--- src/rtl/irqcap_pkg.sv ---
package irqcap_pkg;
  localparam int ADDR_W = 5;
  localparam int WORD_W = 32;
  localparam logic [ADDR_W-1:0] ADR_GCTRL     = 5'd0;
  localparam logic [ADDR_W-1:0] ADR_STAT_ICLR = 5'd1;
  localparam logic [ADDR_W-1:0] ADR_EN_ISET   = 5'd2;
  localparam logic [ADDR_W-1:0] ADR_EN_ICLR   = 5'd3;
  localparam logic [ADDR_W-1:0] ADR_STAT_BASE = 5'd4;
  localparam logic [ADDR_W-1:0] ADR_EN_BASE   = 5'd8;
  localparam logic [ADDR_W-1:0] ADR_SNS_BASE  = 5'd12;
  localparam logic [ADDR_W-1:0] ADR_MODE_BASE = 5'd16;
endpackage

--- src/rtl/irqcap_sync.sv ---
module irqcap_sync #(
  parameter int WIDTH = 64
) (
  input  logic             clk,
  input  logic             rst,
  input  logic [WIDTH-1:0] raw_i,
  output logic [WIDTH-1:0] smp_o,
  output logic [WIDTH-1:0] prv_o
);
  logic [WIDTH-1:0] meta_q;

  always_ff @(posedge clk) begin
    if (rst) begin
      meta_q <= '0;
      smp_o  <= '0;
      prv_o  <= '0;
    end else begin
      meta_q <= raw_i;
      smp_o  <= meta_q;
      prv_o  <= smp_o;
    end
  end
endmodule

--- src/rtl/irqcap_regs.sv ---
module irqcap_regs
  import irqcap_pkg::*;
#(
  parameter int NUM_SRC = 64
) (
  input  logic              clk,
  input  logic              rst,
  input  logic              bus_wr,
  input  logic              bus_rd,
  input  logic [ADDR_W-1:0] bus_addr,
  input  logic [WORD_W-1:0] bus_wdata,
  output logic [WORD_W-1:0] bus_rdata,
  input  logic [NUM_SRC-1:0] stat_i,
  output logic               glb_en_o,
  output logic [NUM_SRC-1:0] en_o,
  output logic [NUM_SRC-1:0] sns_o,
  output logic [NUM_SRC-1:0] mode_o,
  output logic [NUM_SRC-1:0] stat_clr_o
);
  localparam int NUM_WORDS = (NUM_SRC + WORD_W - 1) / WORD_W;
  localparam int PAD_W     = NUM_WORDS * WORD_W;
  localparam int IDX_W     = $clog2(PAD_W);
  localparam logic [PAD_W-1:0] VALID = PAD_W'({NUM_SRC{1'b1}});

  logic [PAD_W-1:0] en_q, sns_q, mode_q, sns_d, mode_d;
  logic [PAD_W-1:0] idx_hot, en_set, en_clr, stat_clr, stat_pad;
  logic [WORD_W-1:0] rd_c;
  logic idx_ok;

  assign idx_ok   = bus_wdata < WORD_W'(NUM_SRC);
  assign stat_pad = PAD_W'(stat_i);

  always_comb begin
    idx_hot = '0;
    if (idx_ok) idx_hot[bus_wdata[IDX_W-1:0]] = 1'b1;
    en_set   = (bus_wr && bus_addr == ADR_EN_ISET)   ? idx_hot : '0;
    en_clr   = (bus_wr && bus_addr == ADR_EN_ICLR)   ? idx_hot : '0;
    stat_clr = (bus_wr && bus_addr == ADR_STAT_ICLR) ? idx_hot : '0;
    sns_d    = sns_q;
    mode_d   = mode_q;
    rd_c     = '0;
    if (bus_addr == ADR_GCTRL) rd_c = WORD_W'(glb_en_o);
    for (int w = 0; w < NUM_WORDS; w++) begin
      if (bus_wr && bus_addr == ADR_EN_BASE + ADDR_W'(w))
        en_clr[w*WORD_W +: WORD_W] = bus_wdata;
      if (bus_wr && bus_addr == ADR_STAT_BASE + ADDR_W'(w))
        stat_clr[w*WORD_W +: WORD_W] = bus_wdata;
      if (bus_wr && bus_addr == ADR_SNS_BASE + ADDR_W'(w))
        sns_d[w*WORD_W +: WORD_W] = bus_wdata;
      if (bus_wr && bus_addr == ADR_MODE_BASE + ADDR_W'(w))
        mode_d[w*WORD_W +: WORD_W] = bus_wdata;
      if (bus_addr == ADR_STAT_BASE + ADDR_W'(w)) rd_c = stat_pad[w*WORD_W +: WORD_W];
      if (bus_addr == ADR_EN_BASE + ADDR_W'(w))   rd_c = en_q[w*WORD_W +: WORD_W];
      if (bus_addr == ADR_SNS_BASE + ADDR_W'(w))  rd_c = sns_q[w*WORD_W +: WORD_W];
      if (bus_addr == ADR_MODE_BASE + ADDR_W'(w)) rd_c = mode_q[w*WORD_W +: WORD_W];
    end
    sns_d  = sns_d & VALID;
    mode_d = mode_d & VALID;
  end

  always_ff @(posedge clk) begin
    if (rst) begin
      glb_en_o  <= 1'b0;
      en_q      <= '0;
      sns_q     <= '0;
      mode_q    <= '0;
      bus_rdata <= '0;
    end else begin
      if (bus_wr && bus_addr == ADR_GCTRL) glb_en_o <= bus_wdata[0];
      en_q   <= (en_q | en_set) & ~en_clr;
      sns_q  <= sns_d;
      mode_q <= mode_d;
      if (bus_rd) bus_rdata <= rd_c;
    end
  end

  assign en_o       = en_q[NUM_SRC-1:0];
  assign sns_o      = sns_q[NUM_SRC-1:0];
  assign mode_o     = mode_q[NUM_SRC-1:0];
  assign stat_clr_o = stat_clr[NUM_SRC-1:0];

  for (genvar i = 0; i < NUM_SRC; i++) begin : g_en_chk
    AST_EN_SET_TAKES: assert property (@(posedge clk) disable iff (rst)
      (bus_wr && bus_addr == ADR_EN_ISET && bus_wdata == WORD_W'(i)) |=> en_o[i]);
    AST_EN_CLR_TAKES: assert property (@(posedge clk) disable iff (rst)
      (bus_wr && bus_addr == ADR_EN_ICLR && bus_wdata == WORD_W'(i)) |=> !en_o[i]);
  end
  AST_IDX_RANGE: assert property (@(posedge clk) disable iff (rst)
    (bus_wr && bus_addr == ADR_EN_ISET && !idx_ok) |=> $stable(en_q));
endmodule

--- src/rtl/irqcap_status.sv ---
module irqcap_status #(
  parameter int NUM_SRC = 64
) (
  input  logic               clk,
  input  logic               rst,
  input  logic [NUM_SRC-1:0] smp_i,
  input  logic [NUM_SRC-1:0] prv_i,
  input  logic [NUM_SRC-1:0] sns_i,
  input  logic [NUM_SRC-1:0] mode_i,
  input  logic [NUM_SRC-1:0] en_i,
  input  logic [NUM_SRC-1:0] clr_i,
  input  logic               glb_en_i,
  output logic [NUM_SRC-1:0] stat_o,
  output logic [NUM_SRC-1:0] irq_o
);
  logic [NUM_SRC-1:0] det;

  for (genvar i = 0; i < NUM_SRC; i++) begin : g_src
    always_comb begin
      if (mode_i[i]) det[i] = sns_i[i] ? (smp_i[i] & ~prv_i[i]) : (~smp_i[i] & prv_i[i]);
      else           det[i] = ~(smp_i[i] ^ sns_i[i]);
    end

    always_ff @(posedge clk) begin
      if (rst)           stat_o[i] <= 1'b0;
      else if (clr_i[i]) stat_o[i] <= 1'b0;
      else if (det[i])   stat_o[i] <= 1'b1;
    end

    AST_CLR_WINS: assert property (@(posedge clk) disable iff (rst)
      clr_i[i] |=> !stat_o[i]);
    AST_LEVEL_HOLD: assert property (@(posedge clk) disable iff (rst)
      (!mode_i[i] && (smp_i[i] == sns_i[i]) && !clr_i[i]) |=> stat_o[i]);
    AST_EDGE_CAUSE: assert property (@(posedge clk) disable iff (rst)
      ($past(mode_i[i]) && $rose(stat_o[i])) |-> ($past(smp_i[i]) != $past(prv_i[i])));
  end

  always_ff @(posedge clk) begin
    if (rst) irq_o <= '0;
    else     irq_o <= glb_en_i ? (stat_o & en_i) : '0;
  end

  AST_OUT_GATED: assert property (@(posedge clk) disable iff (rst)
    !glb_en_i |=> (irq_o == '0));
  AST_OUT_SUBSET: assert property (@(posedge clk) disable iff (rst)
    ((irq_o & ~$past(stat_o & en_i)) == '0));
endmodule

--- src/rtl/irqcap_bank.sv ---
module irqcap_bank
  import irqcap_pkg::*;
#(
  parameter int NUM_SRC = 64
) (
  input  logic               clk,
  input  logic               rst,
  input  logic [NUM_SRC-1:0] irq_in,
  input  logic               bus_wr,
  input  logic               bus_rd,
  input  logic [4:0]         bus_addr,
  input  logic [31:0]        bus_wdata,
  output logic [31:0]        bus_rdata,
  output logic [NUM_SRC-1:0] irq_out
);
  logic [NUM_SRC-1:0] smp, prv, en, sns, mode, stat, stat_clr;
  logic glb_en;

  irqcap_sync #(.WIDTH(NUM_SRC)) u_sync (
    .clk(clk), .rst(rst), .raw_i(irq_in), .smp_o(smp), .prv_o(prv)
  );

  irqcap_regs #(.NUM_SRC(NUM_SRC)) u_regs (
    .clk(clk), .rst(rst), .bus_wr(bus_wr), .bus_rd(bus_rd),
    .bus_addr(bus_addr), .bus_wdata(bus_wdata), .bus_rdata(bus_rdata),
    .stat_i(stat), .glb_en_o(glb_en), .en_o(en), .sns_o(sns),
    .mode_o(mode), .stat_clr_o(stat_clr)
  );

  irqcap_status #(.NUM_SRC(NUM_SRC)) u_status (
    .clk(clk), .rst(rst), .smp_i(smp), .prv_i(prv), .sns_i(sns),
    .mode_i(mode), .en_i(en), .clr_i(stat_clr), .glb_en_i(glb_en),
    .stat_o(stat), .irq_o(irq_out)
  );
endmodule

--- config.mk ---
export PLATFORM = sky130hd
export DESIGN_NAME = irqcap_bank
export DESIGN_NICKNAME = d
export VERILOG_FILES = /design/src/rtl/irqcap_pkg.sv /design/src/rtl/irqcap_sync.sv /design/src/rtl/irqcap_regs.sv /design/src/rtl/irqcap_status.sv /design/src/rtl/irqcap_bank.sv
export SDC_FILE = /design/constraint.sdc
export NUM_CORES = 1
export LEC_CHECK = 0
export CAP_MARGIN = 20
export CORE_MARGIN = 2
export CORE_UTILIZATION = 60
export DETAILED_ROUTE_END_ITERATION = 8
export DONT_BUFFER_PORTS = 1
export GPL_ROUTABILITY_DRIVEN = 0
export GPL_TIMING_DRIVEN = 0
export HOLD_SLACK_MARGIN = 0.06
export PLACE_DENSITY = 0.76
export SLEW_MARGIN = 30
export SYNTH_ARGS = -nofsm -noshare
export SYNTH_HDL_FRONTEND = slang
export SYNTH_HIERARCHICAL = 1
export SYNTH_SLANG_ARGS = --single-unit
--- constraint.sdc ---
create_clock -name clk -period 2.8 [get_ports clk]
set_input_delay 0.28 -clock clk [delete_from_list [all_inputs] [get_ports clk]]
set_output_delay 0.28 -clock clk [all_outputs]
set_load 0.03 [all_outputs]
Yosys cells after proc, flatten, opt, wreduce, memory -nomap -nowiden. Index checks and enable logic that the tools add are counted.

Multiplexer cells: 147. Magnitude comparators: 3. Reduce and logical (&&, ||, !) cells: 79. Bitwise operators: 389. Equal/unequal tests: 11.

Operators by type and width (count): 32-bit 2-to-1 mux (12); 64-bit 2-to-1 mux (4); 1-bit NOT (193); 1-bit 2-to-1 mux (130); 2-bit OR reduction (65); 1-bit AND (128); 64-bit AND (2); 64-bit NOT (1); 64-bit bitwise OR (1); 1-bit bitwise XOR (64); 32-bit by 7-bit less-than comparator with 1-bit output, second input constant (1); 5-bit by 4-bit == test with 1-bit output, second input constant (4); 1-bit logical AND (13); 5-bit by 2-bit == test with 1-bit output, second input constant (2); 5-bit by 3-bit == test with 1-bit output, second input constant (2); 5-bit == test, second input constant (2); 6-bit by 7-bit less-than comparator with 1-bit output, second input constant (1); 1-bit demux with 6-bit select (1); 6-bit by 1-bit greater-or-equal comparator with 1-bit output, second input constant (1); 5-bit by 1-bit == test with 1-bit output, second input constant (1); 5-bit logical NOT (1).

Logic and storage cells: 704. Flip-flop bits (word level): 545. Input bits: 105.

Logic depth before layout (Yosys ltp).
Word-level depth: 10. Gate-level depth with buffers: 11. Gate-level depth less buffers: 6.

Cells and area by module. Netlist, hierarchy kept.

By module, submodules not included: irqcap_regs (times used 1, seq. area each 4504.3 sq um, cells each 1527, area each 11911.4 sq um); irqcap_status (times used 1, seq. area each 2562.5 sq um, cells each 527, area each 5661.7 sq um); irqcap_sync (times used 1, seq. area each 3843.7 sq um, cells each 405, area each 5148.7 sq um).

Worst setup path after synthesis. No wires, ideal clock.

Path kind: input -> register. Start: in bus_wdata[23]. End: reg u_status.stat_o[0]. Slack: 0.197 ns. Data arrival time: 2.484 ns. Stages on the path: 11. Cells stage by stage: buf_2 or4_1 buf_6 or4_4 buf_6 or2_1 buf_6 buf_6 o21ai_0 nor2_1 o221a_2.

Word-level cells in the longest chain between the ends: 5.

RTL lines: from (decl) (RTL line irqcap_bank.sv:12) `input logic [31:0] bus_wdata,`; 32-bit by 7-bit less-than comparator with 1-bit output (RTL line irqcap_regs.sv:30) `assign idx_ok = bus_wdata < WORD_W'(NUM_SRC);`; 64-bit 2-to-1 mux (RTL line irqcap_regs.sv:35) `if (idx_ok) idx_hot[bus_wdata[IDX_W-1:0]] = 1'b1;`; 64-bit 2-to-1 mux (RTL line irqcap_regs.sv:38) `stat_clr = (bus_wr && bus_addr == ADR_STAT_ICLR) ? idx_hot : '0;`; 32-bit 2-to-1 mux (RTL line irqcap_regs.sv:46) `if (bus_wr && bus_addr == ADR_STAT_BASE + ADDR_W'(w))`; via stat_clr[0] (RTL line irqcap_bank.sv:16) `logic [NUM_SRC-1:0] smp, prv, en, sns, mode, stat, stat_clr;`; 2-bit OR reduction (no line); to (signal, indexed assignment) (RTL line irqcap_status.sv:25) `if (rst) stat_o[i] <= 1'b0;`; to (signal, indexed assignment) (RTL line irqcap_status.sv:26) `else if (clr_i[i]) stat_o[i] <= 1'b0;`; to (signal, indexed assignment) (RTL line irqcap_status.sv:27) `else if (det[i]) stat_o[i] <= 1'b1;`; to (decl) (RTL line irqcap_status.sv:13) `output logic [NUM_SRC-1:0] stat_o,`.

The timed path passes the listed nets, and every way through them passes these cells. A chain may end at the register's enable or synchronous reset.

Worst setup path in the final report.
Start: in bus_addr[2]. End: reg u_status.stat_o[25].

Word-level cells in the longest chain between the ends: 5. Elaborated cells on any way between the ends: 7. Classes of those cells: eq/ne (2); mux (2); reduce/logical (3).

RTL lines: from (decl) (RTL line irqcap_bank.sv:11) `input logic [4:0] bus_addr,`; 5-bit by 1-bit == test with 1-bit output (RTL line irqcap_regs.sv:38); 1-bit logical AND (RTL line irqcap_regs.sv:38); 64-bit 2-to-1 mux (RTL line irqcap_regs.sv:38); 32-bit 2-to-1 mux * (RTL line irqcap_regs.sv:46); via stat_clr[25] (RTL line irqcap_bank.sv:16); 2-bit OR reduction (no line) *.

Mark *: on every way through the listed nets, which the timed path passes. The rest lies on a longest branch.

==> results.yml <==
drt:
  route.met2.wl_mm: 32.9
  wl_met1_mm: 28.7
  drt_drc_violations_left: 0
  detail_route.iter0.violations: 2708
  routed-wl-met3_mm: 10.6
  routed.top_layer: "met5"
  detailed_routing_iteration_count_for_the_pre_antenna_repair_pass: 6
  detail_route.vias_per_cell: 6.42
  antenna_violating_nets_post_route: 0
  detail_route.wirelength_mm: 79.4
  vias: 20200
  route.detailed.wl_per_inst_um: 25.2
placed_design:
  hpwlAfterDp_mm: 55.6
  dp_worst_setup_slack_ns: -0.893
  post_dp_cell_area_sq_um: 23400
  io_buffer_count: 0
timing:
  hold_violations: 0
  period_needed_ns: 2.79
  worst_slack_ns: 0.0125
  max_freq_mhz: 359
  post_route_clock_period_utilization_pct: 99.6
  setup-tns-final_ns: 0
  setup_viol: 0
  whs_ns: 0.0725
  worst_clock_skew_ns: 0.0192
  max_slew.worst_pin.slew_ns: 1.09
  setup_repair_after_global_routing_missed_its_margin: "no"
  slew_limit_headroom_pct: 26.9
  slew_viol_final: 0
setup_path:
  reg2reg_from: "u_regs/sns_o[15]$_SDFFE_PP0P_"
  ff2ff_path_depth: 4
  timing.rr.end: "u_regs/bus_rdata[15]$_SDFFE_PP0P_"
  worst_path_class_setup: "input port to register"
  cp_data_arrival_time_ns: 3.29
  worst_ep_required_time_ns: 3.30
  kind_of_start_point_of_the_critical_path: "input port"
  reg2reg_setup_slack_ns: 1.36
  crit_path_max_fanout: 10
  critPathCaptureType: "register"
die:
  fp.dieW_um: 199
  fp.dieArea_sq_um: 39400
  start_util_pct: 60.6
  rows: 71
  coreArea_sq_um: 37500
  fp.dieH_um: 199
  io-pin-count: 201
power_and_ir_drop:
  internal_power_mw: 13.1
  pwr-share-seq_pct: 47.8
  cellPowerDensity_nw_per_um2: 653
  power.ir.vdd_worst_uv: 701
  cellLeakagePower_nw: 9.81
  power_frac_comb_pct: 6.6
  power_switching_share_pct: 23.6
  switching_power_mw: 4.04
  clock_power_share_pct: 45.5
cells_and_area:
  postLayoutCellArea_sq_um: 26200
  flow.area_growth_from_synthesis_pct: 15.4
  final_net_count: 2702
  num-fill-cells: 2947
  total_area_of_multi_input_combinational_cells_sq_um: 10900
  seq_area_sq_um: 10900
  final_layout_size_suffix_gt1_share_pct: 12.2
synthesis:
  synth_cells: 2459
  adder_cell_share_of_the_synthesized_area_pct: 0
  synth.cells.most_frequent: "sky130_fd_sc_hd__dfxtp_1, sky130_fd_sc_hd__nand2_1, sky130_fd_sc_hd__a21oi_1"
  synth_compound_area_share_pct: 19.4
  ys_ff_latch: 545
  synthSimpleGateAreaFrac_pct: 20.0
  yosysMostFrequentCell: "sky130_fd_sc_hd__dfxtp_1"
  synth_top_family_by_area: "simple AND/OR/NAND/NOR gates"
  synth_xor_area_share_pct: 4.93
  area_of_the_mapped_netlist_sq_um: 22700
  synth_top_area_share_pct: 48.0
  post_synth_edffs: 0
  synth.mux.area_fraction_pct: 3.11
  synth-main-ff-cell: "sky130_fd_sc_hd__dfxtp_1"
  yosys_warnings: 6
  ys_async_sr_fraction_pct: 0
  synth_largest_area_cell: "sky130_fd_sc_hd__dfxtp_1"
  mapped_nets: 2564
  yosysSeqAreaShare_pct: 48.0
  yosys.cell_types.count: 55
  ys_top_cells_by_area: "sky130_fd_sc_hd__dfxtp_1, sky130_fd_sc_hd__nand2_1, sky130_fd_sc_hd__nor2b_1"
  synth.avg_cell_area_sq_um: 9.24
clock_network:
  clk_root_buffer_cell: "sky130_fd_sc_hd__clkbuf_16"
  worstSkewPairLatency_ns: 0.61
  cts_inserted_buffers: 53
  cts_tree: "done"
  clk_pin_slew_worst_paths_ns: 0.07
  clock_sinks: 545
  cts.path.max_buffers: 3
  postCtsSetupRepairBufs: 0
  htree_levels: 2
run:
  cap_viol_max_count: 0
global_route:
  grt_start_max_net_pins: 16
  gr-usage-all-layers_pct: 39.6
  grt_overflow: 0
  initial_antenna_violation_count: 4
  grt_pass1_wl_mm: 116
  first_global_vias: 19100
hold_path:
  holdCritPathClass: "input port to register"
  hold_path_end: "u_regs/bus_rdata[0]$_SDFFE_PP0P_"
  hold_path_startpoint: "bus_addr[1]"
  min_delay_path_depth: 4
outcome:
  status: "completed"
==> layout make-up <==
type / count / share of cell area [%]
Antenna cell: 1 / 0.00955
Clock inverter: 30 / 1.55
Multi-Input combinational cell: 1700 / 41.5
Tap cell: 511 / 2.44
Timing Repair Buffer: 83 / 3.09
Inverter: 3 / 0.0430
Clock buffer: 69 / 5.76
Buffer: 211 / 3.96
Sequential cell: 545 / 41.6
==> worst max-delay path, stage by stage <==
cell	delay [ns]
sky130_fd_sc_hd__clkbuf_1	0.63
sky130_fd_sc_hd__clkbuf_1	0.51
sky130_fd_sc_hd__nand2_1	0.22
sky130_fd_sc_hd__nor3_2	0.72
sky130_fd_sc_hd__clkbuf_1	0.40
sky130_fd_sc_hd__nand2_1	0.15
sky130_fd_sc_hd__o21ai_0	0.16
sky130_fd_sc_hd__nor2_1	0.08
sky130_fd_sc_hd__o221a_2	0.12
==> layer usage <==
| metal | vias up | GRT usage (%) |
|---|---|---|
| met3 | 419 | 12.3 |
| met4 | 4 | 29.5 |
| met5 | - | 0 |
| li1 | 8866 | - |
| met1 | 9457 | 48.3 |
| met2 | 1484 | 58.7 |
==> power by group through the flow <==
| stage | Sequential [mW] | Clock [mW] | Combinational, mW |
|---|---|---|---|
| after global placement | 8.34 | 0 | 0.955 |
| after global routing | 8.20 | 8.15 | 1.18 |
| final | 8.18 | 7.79 | 1.14 |
| after CTS | 8.17 | 7.83 | 1.09 |
| after floorplan | 8.28 | 0 | 0.695 |
| after detailed placement | 8.35 | 0 | 0.989 |
==> cell usage in the layout, fill, tap and decap left out, types with 10 or more instances in the layout <==
master	instances
sky130_fd_sc_hd__buf_2	31
sky130_fd_sc_hd__nor2b_1	196
sky130_fd_sc_hd__xnor2_1	64
sky130_fd_sc_hd__a21o_1	54
sky130_fd_sc_hd__o21ai_0	68
sky130_fd_sc_hd__a211oi_1	55
sky130_fd_sc_hd__buf_8	12
sky130_fd_sc_hd__o221ai_1	31
sky130_fd_sc_hd__clkinv_2	10
sky130_fd_sc_hd__mux2_2	61
sky130_fd_sc_hd__o22a_1	30
sky130_fd_sc_hd__dfxtp_1	545
sky130_fd_sc_hd__nand2_1	344
sky130_fd_sc_hd__nand2b_1	97
sky130_fd_sc_hd__a21oi_1	199
sky130_fd_sc_hd__a31oi_1	55
sky130_fd_sc_hd__clkbuf_1	159
sky130_fd_sc_hd__o221a_2	70
sky130_fd_sc_hd__dlygate4sd3_1	79
sky130_fd_sc_hd__and3_1	62
sky130_fd_sc_hd__a22oi_1	60
sky130_fd_sc_hd__xor2_1	64
sky130_fd_sc_hd__buf_6	10
sky130_fd_sc_hd__nor3b_1	13
sky130_fd_sc_hd__nor2_1	77
sky130_fd_sc_hd__clkbuf_16	55
==> timing repair <==
action                     4_1_cts  5_1_grt
cloned                           0        0
hold endpoints to repair        97        0
hold buffers                    79        0
gates resized for setup          2        2
setup endpoints to repair       32       25
==> how the worst max path moves through the flow <==
stage	cells past startpoint	startpoint	to	slack, ns
floorplan	11	bus_wdata[23]	u_status/stat_o[0]$_SDFFE_PP0P_	0.20
global placement	6	bus_wr	u_regs/en_o[5]$_SDFF_PP0_	-1.14
detailed placement	10	bus_wdata[6]	u_status/stat_o[33]$_SDFFE_PP0P_	-0.89
CTS	8	bus_wdata[25]	u_status/stat_o[25]$_SDFFE_PP0P_	0.10
global route	10	bus_wdata[8]	u_status/stat_o[24]$_SDFFE_PP0P_	0.02
finish	9	bus_addr[2]	u_status/stat_o[25]$_SDFFE_PP0P_	0.01
==> kinds of logic after synthesis <==
kind of cell / after synthesis
DFF: 545
muxes: 63
AOI/OAI and AO/OA: 636
xor gates and xnor gates: 128
buffers and inverters: 214
and+or+nand+nor: 873
==> per-stage QoR <==
step | total power, mW | cells | utilization, %
after floorplan | 8.98 | 2459 | -
after global placement | 9.30 | 2970 | 62.3
after detailed placement | 9.34 | 2974 | 62.5
after CTS | 17.1 | 3152 | 69.8
after global routing | 17.5 | 3152 | 69.9
final | 17.1 | 3153 | 69.9
==> flip-flops by register name (all words and copies together), names as in the netlist, 32 cells and up <==
signal	count
u_sync/prv_o	64
u_regs/sns_o	64
u_regs/en_o	64
u_sync/meta_q	64
u_status/irq_o	64
u_sync/smp_o	64
u_regs/bus_rdata	32
u_status/stat_o	64
u_regs/mode_o	64
No activity file was read; power rests on OpenSTA's default activity.
